File: src/rtl/adv_pkg.sv
package adv_pkg;

  // Stage of the delay line that feeds a stream with the given code.
  // Stage 0 is the undelayed input; codes beyond the depth clamp to stage 0.
  function automatic int tap_stage(input int code, input int depth);
    if (code > depth) return 0;
    return depth - code;
  endfunction

endpackage

File: src/rtl/adv_regfile.sv
module adv_regfile #(
  parameter int unsigned N_STREAMS = 16,
  parameter int unsigned ADDR_W    = 16,
  parameter int unsigned DATA_W    = 16,
  parameter int unsigned CODE_W    = 2,
  parameter int unsigned BASE_ADDR = 'h83
) (
  input  logic                        clk,
  input  logic                        rst,
  input  logic                        frame_pulse,
  input  logic [ADDR_W-1:0]           cfg_addr,
  input  logic [DATA_W-1:0]           cfg_wdata,
  input  logic                        cfg_we,
  output logic [DATA_W-1:0]           cfg_rdata,
  output logic [N_STREAMS*CODE_W-1:0] act_codes
);

  localparam int unsigned IDX_W = (N_STREAMS > 1) ? $clog2(N_STREAMS) : 1;
  localparam logic [ADDR_W-1:0] BASE_V  = ADDR_W'(BASE_ADDR);
  localparam logic [ADDR_W-1:0] COUNT_V = ADDR_W'(N_STREAMS);

  logic [N_STREAMS*CODE_W-1:0] cfg_flat;
  logic [ADDR_W-1:0]           off;
  logic [IDX_W-1:0]            idx;
  logic                        hit;

  assign off = cfg_addr - BASE_V;
  assign hit = (cfg_addr >= BASE_V) && (off < COUNT_V);
  assign idx = off[IDX_W-1:0];

  // Programmed codes: only the code field of the write data is stored.
  always_ff @(posedge clk) begin
    if (rst) begin
      cfg_flat <= '0;
    end else if (cfg_we && hit) begin
      for (int n = 0; n < int'(N_STREAMS); n++) begin
        if (idx == IDX_W'(n)) cfg_flat[n*CODE_W +: CODE_W] <= cfg_wdata[CODE_W-1:0];
      end
    end
  end

  // Registered read path; reserved upper bits come out as zero.
  always_ff @(posedge clk) begin
    if (rst)      cfg_rdata <= '0;
    else if (hit) cfg_rdata <= DATA_W'(cfg_flat[idx*CODE_W +: CODE_W]);
    else          cfg_rdata <= '0;
  end

  // Active codes are taken over only on a frame pulse.
  always_ff @(posedge clk) begin
    if (rst)              act_codes <= '0;
    else if (frame_pulse) act_codes <= cfg_flat;
  end

  assert_rsvd_zero_R3: assert property (@(posedge clk) disable iff (rst)
    cfg_rdata[DATA_W-1:CODE_W] == '0);

  assert_oor_write_R4: assert property (@(posedge clk) disable iff (rst)
    (cfg_we && !hit) |=> $stable(cfg_flat));

  assert_oor_read_R4: assert property (@(posedge clk) disable iff (rst)
    !hit |=> (cfg_rdata == '0));

  assert_code_hold_R8: assert property (@(posedge clk) disable iff (rst)
    !frame_pulse |=> $stable(act_codes));

endmodule

File: src/rtl/adv_delay_line.sv
module adv_delay_line #(
  parameter int unsigned WIDTH = 17,
  parameter int unsigned DEPTH = 3
) (
  input  logic                       clk,
  input  logic                       rst,
  input  logic [WIDTH-1:0]           din,
  output logic [(DEPTH+1)*WIDTH-1:0] taps
);

  assign taps[WIDTH-1:0] = din;

  for (genvar s = 1; s <= DEPTH; s++) begin : g_stage
    logic [WIDTH-1:0] q;
    always_ff @(posedge clk) begin
      if (rst) q <= '0;
      else     q <= taps[(s-1)*WIDTH +: WIDTH];
    end
    assign taps[s*WIDTH +: WIDTH] = q;
  end

endmodule

File: src/rtl/adv_tap_mux.sv
module adv_tap_mux #(
  parameter int unsigned N_STREAMS = 16,
  parameter int unsigned DEPTH     = 3,
  parameter int unsigned CODE_W    = 2
) (
  input  logic [(DEPTH+1)*(N_STREAMS+1)-1:0] taps,
  input  logic [N_STREAMS*CODE_W-1:0]        codes,
  output logic [N_STREAMS-1:0]               sel_out
);
  import adv_pkg::*;

  localparam int unsigned W = N_STREAMS + 1;

  for (genvar n = 0; n < N_STREAMS; n++) begin : g_lane
    logic [CODE_W-1:0] code;
    assign code = codes[n*CODE_W +: CODE_W];
    always_comb begin
      sel_out[n] = taps[n];
      for (int j = 0; j <= int'(DEPTH); j++) begin
        if (tap_stage(int'(code), int'(DEPTH)) == j) sel_out[n] = taps[j*W + n];
      end
    end
  end

endmodule

File: src/rtl/stream_advance_unit.sv
module stream_advance_unit #(
  parameter int unsigned N_STREAMS = 16,
  parameter int unsigned ADDR_W    = 16,
  parameter int unsigned DATA_W    = 16,
  parameter int unsigned CODE_W    = 2,
  parameter int unsigned BASE_ADDR = 'h83
) (
  input  logic                 clk,
  input  logic                 rst,
  input  logic [ADDR_W-1:0]    reg_addr,
  input  logic [DATA_W-1:0]    reg_wdata,
  input  logic                 reg_we,
  output logic [DATA_W-1:0]    reg_rdata,
  input  logic [N_STREAMS-1:0] ser_in,
  input  logic                 fp_in,
  output logic [N_STREAMS-1:0] ser_out,
  output logic                 fp_out
);

  localparam int unsigned DEPTH = (1 << CODE_W) - 1;
  localparam int unsigned W     = N_STREAMS + 1;
  localparam int unsigned LAT   = DEPTH + 1;
  localparam int unsigned CNT_W = $clog2(LAT + 1);

  logic [N_STREAMS*CODE_W-1:0] act_codes;
  logic [(DEPTH+1)*W-1:0]      taps;
  logic [N_STREAMS-1:0]        lane_sel;

  adv_regfile #(
    .N_STREAMS(N_STREAMS), .ADDR_W(ADDR_W), .DATA_W(DATA_W),
    .CODE_W(CODE_W), .BASE_ADDR(BASE_ADDR)
  ) u_regs (
    .clk(clk), .rst(rst), .frame_pulse(fp_in),
    .cfg_addr(reg_addr), .cfg_wdata(reg_wdata), .cfg_we(reg_we),
    .cfg_rdata(reg_rdata), .act_codes(act_codes)
  );

  adv_delay_line #(.WIDTH(W), .DEPTH(DEPTH)) u_line (
    .clk(clk), .rst(rst), .din({fp_in, ser_in}), .taps(taps)
  );

  adv_tap_mux #(.N_STREAMS(N_STREAMS), .DEPTH(DEPTH), .CODE_W(CODE_W)) u_mux (
    .taps(taps), .codes(act_codes), .sel_out(lane_sel)
  );

  always_ff @(posedge clk) begin
    if (rst) begin
      ser_out <= '0;
      fp_out  <= 1'b0;
    end else begin
      ser_out <= lane_sel;
      fp_out  <= taps[DEPTH*W + N_STREAMS];
    end
  end

  // Cycles since reset release, saturating; gates the latency check.
  logic [CNT_W-1:0] warm;
  always_ff @(posedge clk) begin
    if (rst)                     warm <= '0;
    else if (warm < CNT_W'(LAT)) warm <= warm + 1'b1;
  end

  assert_fp_latency_R5: assert property (@(posedge clk) disable iff (rst)
    (warm >= CNT_W'(LAT)) |-> (fp_out == $past(fp_in, LAT)));

  assert_reset_clear_R1: assert property (@(posedge clk)
    $past(rst) |-> (ser_out == '0 && !fp_out && reg_rdata == '0));

endmodule

File: config.mk
export PLATFORM = sky130hd
export DESIGN_NAME = stream_advance_unit
export DESIGN_NICKNAME = d
export VERILOG_FILES = /design/src/rtl/adv_pkg.sv /design/src/rtl/adv_regfile.sv /design/src/rtl/adv_delay_line.sv /design/src/rtl/adv_tap_mux.sv /design/src/rtl/stream_advance_unit.sv
export SDC_FILE = /design/constraint.sdc
export NUM_CORES = 1
export LEC_CHECK = 0
export CAP_MARGIN = 10
export CORE_ASPECT_RATIO = 2
export CORE_UTILIZATION = 63
export DETAILED_ROUTE_END_ITERATION = 12
export DONT_BUFFER_PORTS = 1
export PLACE_DENSITY = 0.9
export REMOVE_ABC_BUFFERS = 1
export SLEW_MARGIN = 20
export SYNTH_ARGS = -nofsm -noshare
export SYNTH_HDL_FRONTEND = slang
export SYNTH_HIERARCHICAL = 1
export SYNTH_SLANG_ARGS = --single-unit
File: constraint.sdc
create_clock -name clk -period 2.2 [get_ports clk]
set_clock_uncertainty 0.15 [all_clocks]
set_input_delay 0 -clock clk [delete_from_list [all_inputs] [get_ports clk]]
set_output_delay 0 -clock clk [all_outputs]
set_load 0.1 [all_outputs]
=== Word-level counts from Yosys, hierarchy flattened ===
Cells that the tools add are included.
Widths: inputs -> output; s select.

* Register bits: 148
* Input bits: 52

* Add/subtract/negate cells: 17
* $lt $le $gt $ge: 2
* Equality and inequality tests: 63
* Shift-type cells: 1
* Muxes and demuxes: 48
* Bitwise operators: 1
* Reductions and logical operators: 20

{| class="wikitable"
|+ Operators by type and width
! operator !! number
|-
| $eq 32x3->1 const B || 32
|-
| $eq 32x2->1 const B || 16
|-
| $mux 1 || 48
|-
| $sub 2x2->3 const A || 16
|-
| $eq 4x4->1 const B || 8
|-
| $reduce_and 2->1 || 16
|-
| $shiftx 32x6->2 || 1
|-
| $eq 4x3->1 const B || 4
|-
| $ge 16x8->1 const B || 1
|-
| $lt 16x5->1 const B || 1
|-
| $sub 16x8->16 const B || 1
|-
| $eq 4x2->1 const B || 2
|-
| $eq 4x1->1 const B || 1
|-
| $logic_not 4->1 || 1
|-
| $logic_and 1x1->1 || 2
|-
| $reduce_or 2->1 || 1
|-
| $not 1->1 || 1
|}

=== Longest topological paths before layout ===
Gate-level depths: netlist of run 1.

* Depth after elaboration: 5
* Gate-level depth with buffers: 9
* Gate-level depth less buffers: 7

=== Modules after synthesis ===
The synthesis of run 1 kept the hierarchy.

{| class="wikitable"
|+ By module, submodules not included
! module !! instances !! cells each !! area an instance (µm²) !! sequential area each (µm²)
|-
| adv_regfile || 1 || 341 || 3,316.9 || 1,321.3
|-
| adv_delay_line || 1 || 124 || 1,492.7 || 1,021.0
|-
| stream_advance_unit || 1 || 35 || 475.5 || 340.3
|-
| adv_tap_mux || 1 || 16 || 360.3 || 0.0
|}

=== Least setup slack after synthesis of run 1 ===
OpenSTA, ideal clock, no wires.

* Path kind: in2reg
* Start point: in reg_addr[0]
* End point: reg u_regs.cfg_flat[18]
* Library setup time: 132 ps
* Data arrival time: 1,627 ps
* Setup slack: 291 ps
* Stages: 7
* Path through: ha_1 -> or4b_1 -> a2bb2oi_1 -> buf_2 -> a211oi_1 -> nand4_1 -> mux2i_1

* Longest elaborated chain between the ends: 5

{| class="wikitable"
|+ RTL lines
! item !! line !! RTL
|-
| from (decl) || stream_advance_unit.sv:10 || <nowiki>input logic [ADDR_W-1:0] reg_addr,</nowiki>
|-
| $sub 16x8->16 || adv_regfile.sv:27 || <nowiki>assign off = cfg_addr - BASE_V;</nowiki>
|-
| $lt 16x5->1 || adv_regfile.sv:28 || <nowiki>assign hit = (cfg_addr >= BASE_V) && (off < COUNT_V);</nowiki>
|-
| $logic_and 1x1->1 || adv_regfile.sv:28 ||
|-
| $logic_and 1x1->1 || adv_regfile.sv:35 || <nowiki>end else if (cfg_we && hit) begin</nowiki>
|-
| $reduce_and 2->1 (no source line) (*) || - ||
|-
| to (signal, indexed assignment) || adv_regfile.sv:37 || <nowiki>if (idx == IDX_W'(n)) cfg_flat[n*CODE_W +: CODE_W] <= cfg_wdata[CODE_W-1:0];</nowiki>
|-
| to (decl) || adv_regfile.sv:22 || <nowiki>logic [N_STREAMS*CODE_W-1:0] cfg_flat;</nowiki>
|}

Mark *: on every way between the ends. The rest lies on a longest branch, timed or not.
A chain may end at the register's enable or synchronous reset.

==> results of run 1 <==
## layout by cell type (no fill, tap or decap), types with 2 or more instances in the layout
cell and instances:
mux4_2 24, xnor2_1 2, nand2_1 13, and2b_2 7, ha_1 5, xor2_2 2
nor2b_1 61, nand2b_1 34, nor3_1 4, nand4_1 16, dfxtp_1 134, clkbuf_1 3
buf_4 24, mux2i_1 64, a21oi_1 3, clkinv_2 4, clkinv_4 2, inv_1 4
o21ai_0 4, a211oi_1 14, clkbuf_16 17, a2111oi_0 3, conb_1 14, xor2_1 3
clkbuf_8 3, nand3_1 10, dlygate4sd3_1 37, nor2_1 35
## worst min path at each step
| stage | cells past startpoint | slack (ns) | end | startpoint |
|---|---|---|---|---|
| 3_3_place_gp | 1 | -0.07 | u_line/g_stage[1].q[3]$_SDFF_PP0_ | rst |
| 3_5_place_dp | 1 | -0.07 | u_line/g_stage[1].q[3]$_SDFF_PP0_ | rst |
| 6_report | 4 | 0.03 | u_regs/cfg_rdata[1]$_SDFF_PP0_ | reg_addr[9] |
| 4_1_cts | 5 | 0.001 | u_regs/cfg_rdata[0]$_SDFF_PP0_ | reg_addr[2] |
| 2_1_floorplan | 1 | -0.08 | ser_out[10]$_SDFF_PP0_ | rst |
| 5_1_grt | 4 | 0.02 | u_regs/cfg_rdata[0]$_SDFF_PP0_ | reg_addr[9] |
## tightest hold or removal path, stage by stage
cell,delay [ns]
nor3_1,0.04
a31o_4,0.32
nand2_1,0.11
nor3_1,0.07
## through the flow
stage | setup WS (ns) | utilization, % | hold slack (ns) | cell area (sq um)
finish | 0.07824 | 76.58 | 0.03112 | 6623
global route | 0.02501 | 76.58 | 0.02194 | 6623
CTS | 0.08936 | 76.24 | 0.001435 | 6594
detailed placement | 0.09667 | 65.02 | -0.06996 | 5623
global placement | 0.2397 | 65.02 | -0.07068 | 5623
floorplan | 0.1474 | - | -0.07839 | 5318
## flip-flops by register name (all words and copies together), names as in the netlist
| name | cells |
|---|---|
| fp_out | 1 |
| ser_out | 16 |
| u_line/g_stage.q | 51 |
| u_regs/act_codes | 32 |
| u_regs/cfg_flat | 32 |
| u_regs/cfg_rdata | 2 |
## layer usage
metal	share of wire (%)	global-route usage (%)	vias to the layer above
li1	-	-	1796
met1	38	30.04	1897
met2	55	47.52	141
met3	4.7	8.923	29
met4	2.9	13.95	0
met5	0	0	-
## area by class of cell
class                           instances  area, sq um
Clock buffer                           23        478.0
Tap cell                              100        125.1
Timing Repair Buffer                   63        598.1
Sequential cell                       134         2683
Clock inverter                          8        75.07
Fill cell                             538         2026
Inverter                                4        15.01
Multi-Input combinational cell        328         2649
## where the power goes
group	switching (uW)	total, uW	leakage, uW	internal, uW
sequential	15.6	2490	0.00109	2470
combinational	307	457	0.00146	150
clock	974	2600	0.000273	1630
## what timing repair did
action | in CTS | in global routing
resized for setup | 0 | 4
setup endpoints to repair | 0 | 2
hold buffers | 39 | 1
hold endpoints to repair | 134 | 2
==> out/results.ini, run 1 <==
[sta]
worst_pin_slew_ns = 0.7834
max_freq_mhz = 471.3
rsz0062_at_grt = no
relSlewSlack_pct = 47.40
period_share_pct = 96.44
report.final.hold_viol_count = 0
tns_ns = 0
drv_slew = 0
min_period_ns = 2.122
setup_viol_count_final = 0

[finish]
drive_gt1_share_pct = 16.43
nNetsFinal = 605
syn2layout_area_growth_pct = 17.47
instances_no_fill = 660
antenna_cells = 0

[die]
dieWidth_um = 68.89
coreArea_sq_mm = 0.008648
rows = 48
die_area_sq_mm = 0.009354
io_pins = 85
die_h_um = 135.8
start_util_pct = 65.19

[worst_setup_path]
slowest_delay_ns = 0.61
crit_cells = 6
cp_data_required_time_ns = 2.35
crit_path_max_fanout = 32
crit_end = u_regs/act_codes[7]$_SDFFE_PP0P_
cp_top_family = buffers and inverters
arrival_ns = 2.27
timing.rr.start = u_regs/cfg_flat[7]$_SDFFE_PP0P_
crit_chain = dlygate4sd3_1 -> buf_12 -> mux2i_1 -> dlygate4sd3_1 -> nor2_1 -> dlygate4sd3_1
startpoint_type = input port
crit_buf_inv = 4
cp_slowest_cell = dlygate4sd3_1
critPathLaunch = fp_in
rrSetupSlack_ns = 0.31
r2r_end = u_regs/act_codes[7]$_SDFFE_PP0P_
path_common_cell = dlygate4sd3_1
end_kind = flip-flop
reg2regPathDepth = 4
critPathKind = in -> reg

[worst_hold_path]
holdCritPathClass = in -> reg

[clock_tree]
clk_latency_ns = 0.41
clk_path_buf_depth = 2
htreeDepth = 4
clock-sinks = 134
cts_tree = yes
cts_setup_buffers = 0
clk_pin_slew_worst_paths_ns = 0.05
numCtsBuffers = 17
root_buffer = clkbuf_16

[route]
via_per_inst = 5.853
first_pass_iters = 5
ant_nets = 0
num_vias = 3863
route.final.wire_length_um = 11800
drt-initial-drc-count = 236
drc = 0
routedWlPerCell_um = 17.88

[placement]
dp.cells = 590
routabilityCongestion = 0.8821
hpwl_um = 6670
port_buffers = 0

[flow_run]
cap_viol_max_count = 0

[power]
leakage_uw = 0.002818
ir_worst_vdd_uv = 672.2
p_per_area_mw_per_mm2 = 837.7
p_total_uw = 5548

[grt]
grt_antenna_before_repair = 0
grt_start_max_net_pins = 126
grt_pass1_wl_um = 18930
first_global_vias = 4018
grt_usage_pct = 28.06
grt_overflow = 0

[yosys]
synth_area_sq_mm = 0.005638
netlist_instances = 515
avgSynthCellArea_sq_um = 10.95
synth_warnings = 6

[status]
outcome = finished, final reports clean

(Power assumes the default switching activity.)
==> inputs of run 2 (changes only) <==
REMOVE_ABC_BUFFERS = unset   (was 1)
==> out/results.ini, run 2 (synthesis results as in run 1) <==
[grt]
grt_overflow = 0
grt_start_max_net_pins = 126
grt_usage_pct = 29.58
first_global_vias = 4069
grt_pass1_wl_um = 19870
grt_antenna_before_repair = 0

[worst_setup_path]
end_kind = flip-flop
startpoint_type = input port
crit_path_max_fanout = 12
cp_data_required_time_ns = 2.38
arrival_ns = 2.35
critPathKind = in -> reg

[finish]
layout_common_cells = dfxtp_1 (134), mux2i_1 (64), nor2b_1 (61)
reg_top3 = u_line/g_stage.q: 51 flops, u_regs/act_codes: 32 flops, u_regs/cfg_flat: 32 flops
layout_commonest_cell = dfxtp_1
antenna_cells = 0
regMostFlops = u_line/g_stage.q
instances_no_fill = 667
drive_gt1_share_pct = 16.93
syn2layout_area_growth_pct = 20.20
fin_util_pct = 78.36
nNetsFinal = 611
largest_register_ffs = 51

[route]
drt-initial-drc-count = 304
routedWlPerCell_um = 18.90
drc = 0
via_per_inst = 5.982
met1_length_um = 4440
highest_layer = met4
num_vias = 3990
first_pass_iters = 5
wl_met3_um = 574
ant_nets = 0
route.final.wire_length_um = 12610
routed-wl-met2_um = 6929

[die]
die_area_sq_mm = 0.009354
start_util_pct = 65.19
coreArea_sq_mm = 0.008648
io_pins = 85
die_h_um = 135.8
dieWidth_um = 68.89
rows = 48

[sta]
setup_viol_count_final = 0
layout_setup_ws_ns = 0.03121
period_share_pct = 98.58
rsz0062_at_grt = no
relSlewSlack_pct = 40.80
report.final.hold_viol_count = 0
min_period_ns = 2.169
worst_pin_slew_ns = 0.8850
drv_slew = 0
max_freq_mhz = 461.1
tns_ns = 0

[placement]
place_ws_ns = 0.1352
dp.cells = 593
routabilityCongestion = 0.9828
port_buffers = 0
hpwl_um = 7086

[power]
ir_worst_vdd_uv = 1057
p_per_area_mw_per_mm2 = 918.5
leakage_uw = 0.002893
p_total_uw = 6224

[clock_tree]
clk_pin_slew_worst_paths_ns = 0.06
root_buffer = clkbuf_16
cts_setup_buffers = 0
htreeDepth = 4
clock-sinks = 134
cts_tree = yes
clk_latency_ns = 0.42
cts_resized = 0
clk_path_buf_depth = 2
numCtsBuffers = 17
ctsHoldBuffers = 42

[status]
outcome = finished, final reports clean

[flow_run]
cap_viol_max_count = 0

[worst_hold_path]
holdCritPathClass = in -> reg

==> run 2: cell count changes in the layout (fill, tap and decap cells not counted), moves of 3 or more <==
cell,delta
dlygate4sd3_1,+3
clkbuf_1,-3
bufinv_16,+5
inv_6,+3
buf_4,+3
==> run 2: power by group <==
group | switching, uW | internal, uW
Sequential | 17.8 | 2470
Clock | 1090 | 2170
Combinational | 312 | 161
==> run 2: layout make-up <==
class / instances / area, sq um
fillers: 524 / 1872
clock inverters: 14 / 244.0
well taps: 100 / 125.1
flip-flops and latches: 134 / 2683
inverters: 4 / 15.01
multi-input cells: 328 / 2620
clock buffers: 18 / 439.2
repair buffers: 69 / 650.6
==> run 2: routing by layer <==
metal | track usage (%) | up-vias
li1 | - | 1825
met1 | 31.10 | 1922
met2 | 49.35 | 185
met3 | 7.912 | 58
met4 | 19.39 | 0
met5 | 0 | -
==> run 2: critical path: stages <==
cell and delay [ns]:
dlygate4sd3_1 0.56, xor2_1 0.72, o21ai_0 0.26, dlygate4sd3_1 0.64, nor3_1 0.16
==> run 2: path summary, 6_finish.rpt <==
kind	from	end	slack [ns]	cells past startpoint
max	reg_addr[3]	u_regs/cfg_rdata[0]$_SDFF_PP0_	0.03	5
min	reg_addr[2]	u_regs/cfg_flat[21]$_SDFFE_PP0P_	0.05	5
max reg2reg	u_regs/cfg_flat[4]$_SDFFE_PP0P_	u_regs/cfg_rdata[0]$_SDFF_PP0_	0.08	6
min reg2reg	u_line/g_stage[1].q[10]$_SDFF_PP0_	u_line/g_stage[2].q[10]$_SDFF_PP0_	0.31	1
==> run 2: per-stage QoR <==
stage	hold WS (ns)	cell area, sq um
after floorplan	-0.07839	5687
final	0.04815	6777
after detailed placement	-0.06902	5645
after global routing	0.02922	6777
after CTS	0.0005866	6777
after global placement	-0.07120	5645
==> inputs of run 3 (changes only) <==
CELL_PAD_IN_SITES_DETAIL_PLACEMENT = 0   (was unset)
CELL_PAD_IN_SITES_GLOBAL_PLACEMENT = 1   (was unset)
CORE_ASPECT_RATIO = 1.75   (was 2)
CORE_UTILIZATION = 40   (was 63)
PLACE_DENSITY = 0.77   (was 0.9)
==> out/results.ini, run 3 (synthesis results as in run 1) <==
[placement]
place_ws_ns = 0.1005
dp.cells = 670
place_area_sq_mm = 0.005742
port_buffers = 0
routabilityCongestion = 0.8577
hpwl_um = 7054

[power]
clockPowerShare_pct = 50.7
p_int_uw = 4568
p_comb_share_pct = 7.6
ir_worst_vdd_uv = 432.0
p_sw_share_pct = 23.33
p_per_area_mw_per_mm2 = 867.9
seqPwrFrac_pct = 41.7
switching_power_uw = 1390
leakage_uw = 0.002895

[finish]
instances_no_fill = 744
drive_gt1_share_pct = 17.46
nFillCells = 1249
antenna_cells = 0
layout_common_cells = dfxtp_1 (134), mux2i_1 (64), nor2b_1 (61)
largest_register_ffs = 51
syn2layout_area_growth_pct = 21.77
design_area_sq_mm = 0.006865
nNetsFinal = 611
layout_commonest_cell = dfxtp_1
reg_top3 = u_line/g_stage.q: 51 flops, u_regs/act_codes: 32 flops, u_regs/cfg_flat: 32 flops
fin_util_pct = 49.62
regMostFlops = u_line/g_stage.q

[die]
io_pins = 85
die_area_sq_mm = 0.01459
start_util_pct = 40.75
coreArea_sq_mm = 0.01384
die_h_um = 159.1
rows = 57
dieWidth_um = 91.75

[clock_tree]
clk_path_buf_depth = 2
clk_latency_ns = 0.41
cts_setup_buffers = 0
clk_pin_slew_worst_paths_ns = 0.06
htreeDepth = 4
cts_tree = yes
clock-sinks = 134
numCtsBuffers = 17
root_buffer = clkbuf_16

[route]
via_per_inst = 4.987
ant_nets = 0
routedWlPerCell_um = 14.81
num_vias = 3710
drc = 0
first_pass_iters = 4
drt-initial-drc-count = 181
route.final.wire_length_um = 11020

[sta]
rsz0062_at_grt = no
report.final.hold_viol_count = 0
layout_setup_ws_ns = 0.06708
max_freq_mhz = 468.8
setup_viol_count_final = 0
relSlewSlack_pct = 46.30
min_period_ns = 2.133
period_share_pct = 96.95
tns_ns = 0
drv_slew = 0
worst_pin_slew_ns = 0.8028

[worst_setup_path]
rrSetupSlack_ns = 0.32
cp_data_required_time_ns = 2.34
end_kind = flip-flop
crit_path_max_fanout = 15
arrival_ns = 2.27
startpoint_type = input port
critPathKind = in -> reg

[grt]
grt_usage_pct = 15.95
first_global_vias = 3773
grt_antenna_before_repair = 0
grt_overflow = 0
grt_start_max_net_pins = 125
grt_pass1_wl_um = 18330

[flow_run]
cap_viol_max_count = 0

[worst_hold_path]
holdCritPathClass = in -> reg

[status]
outcome = finished, final reports clean

## run 3: changes by cell type in the layout (fill, tap and decap cells not counted), sizes merged
cell	before	now
clkinv	3	6
bufinv	6	4
inv	8	7
## run 3: cell type report
cell class	instances	area (sq um)	share of cell area [%]
Clock buffer	18	439.2	6.397
Clock inverter	14	198.9	2.898
Inverter	4	15.01	0.2187
Multi-Input combinational cell	328	2658	38.71
Sequential cell	134	2683	39.07
Tap cell	177	221.5	3.226
Timing Repair Buffer	69	650.6	9.477
## run 3: path summary, 6_finish.rpt
check                           cells past startpoint                                from                                  to
worst max-delay path                                8                         reg_addr[0]    u_regs/cfg_flat[28]$_SDFFE_PP0P_
worst min-delay path                                5                         reg_addr[1]     u_regs/cfg_flat[1]$_SDFFE_PP0P_
worst max register to register                      4    u_regs/cfg_flat[24]$_SDFFE_PP0P_   u_regs/act_codes[24]$_SDFFE_PP0P_
worst min register to register                      1  u_line/g_stage[2].q[16]$_SDFF_PP0_  u_line/g_stage[3].q[16]$_SDFF_PP0_
## run 3: metal layers
| metal | up-vias | track usage, % | share of wire [%] |
|---|---|---|---|
| li1 | 1816 | - | - |
| met1 | 1802 | 18.37 | 43 |
| met2 | 79 | 27.82 | 52 |
| met3 | 13 | 4.346 | 3.3 |
| met4 | 0 | 6.179 | 1.7 |
| met5 | - | 0 | 0 |
## run 3: worst max-delay path, cell delays in order
cell	delay, ns
ha_1	0.19
or4b_4	0.50
a2bb2oi_4	0.19
buf_4	0.17
a211oi_1	0.25
nand4_1	0.20
mux2i_1	0.16
dlygate4sd3_1	0.60
## run 3: power groups by stage
| stage | registers, uW | clock network [uW] | logic [uW] |
|---|---|---|---|
| 4_1_cts | 2480 | 3080 | 444 |
| 3_3_place_gp | 2530 | 0 | 340 |
| 3_5_place_dp | 2540 | 0 | 345 |
| 2_1_floorplan | 2570 | 0 | 350 |
| 5_1_grt | 2490 | 3170 | 482 |
| 6_report | 2480 | 3020 | 454 |
## run 3: what timing repair did
action,4_1_cts,5_1_grt
hold buffers,40,2
hold endpoints to repair,134,2
endpoints found under the setup margin,0,1
resized for setup,0,5
## run 3: through the flow
stage / hold slack [ns] / total power [uW]
floorplan: -0.07839 / 2920
global placement: -0.06541 / 2875
detailed placement: -0.06346 / 2882
CTS: 0.007941 / 6003
global route: 0.03428 / 6142
finish: 0.01559 / 5959
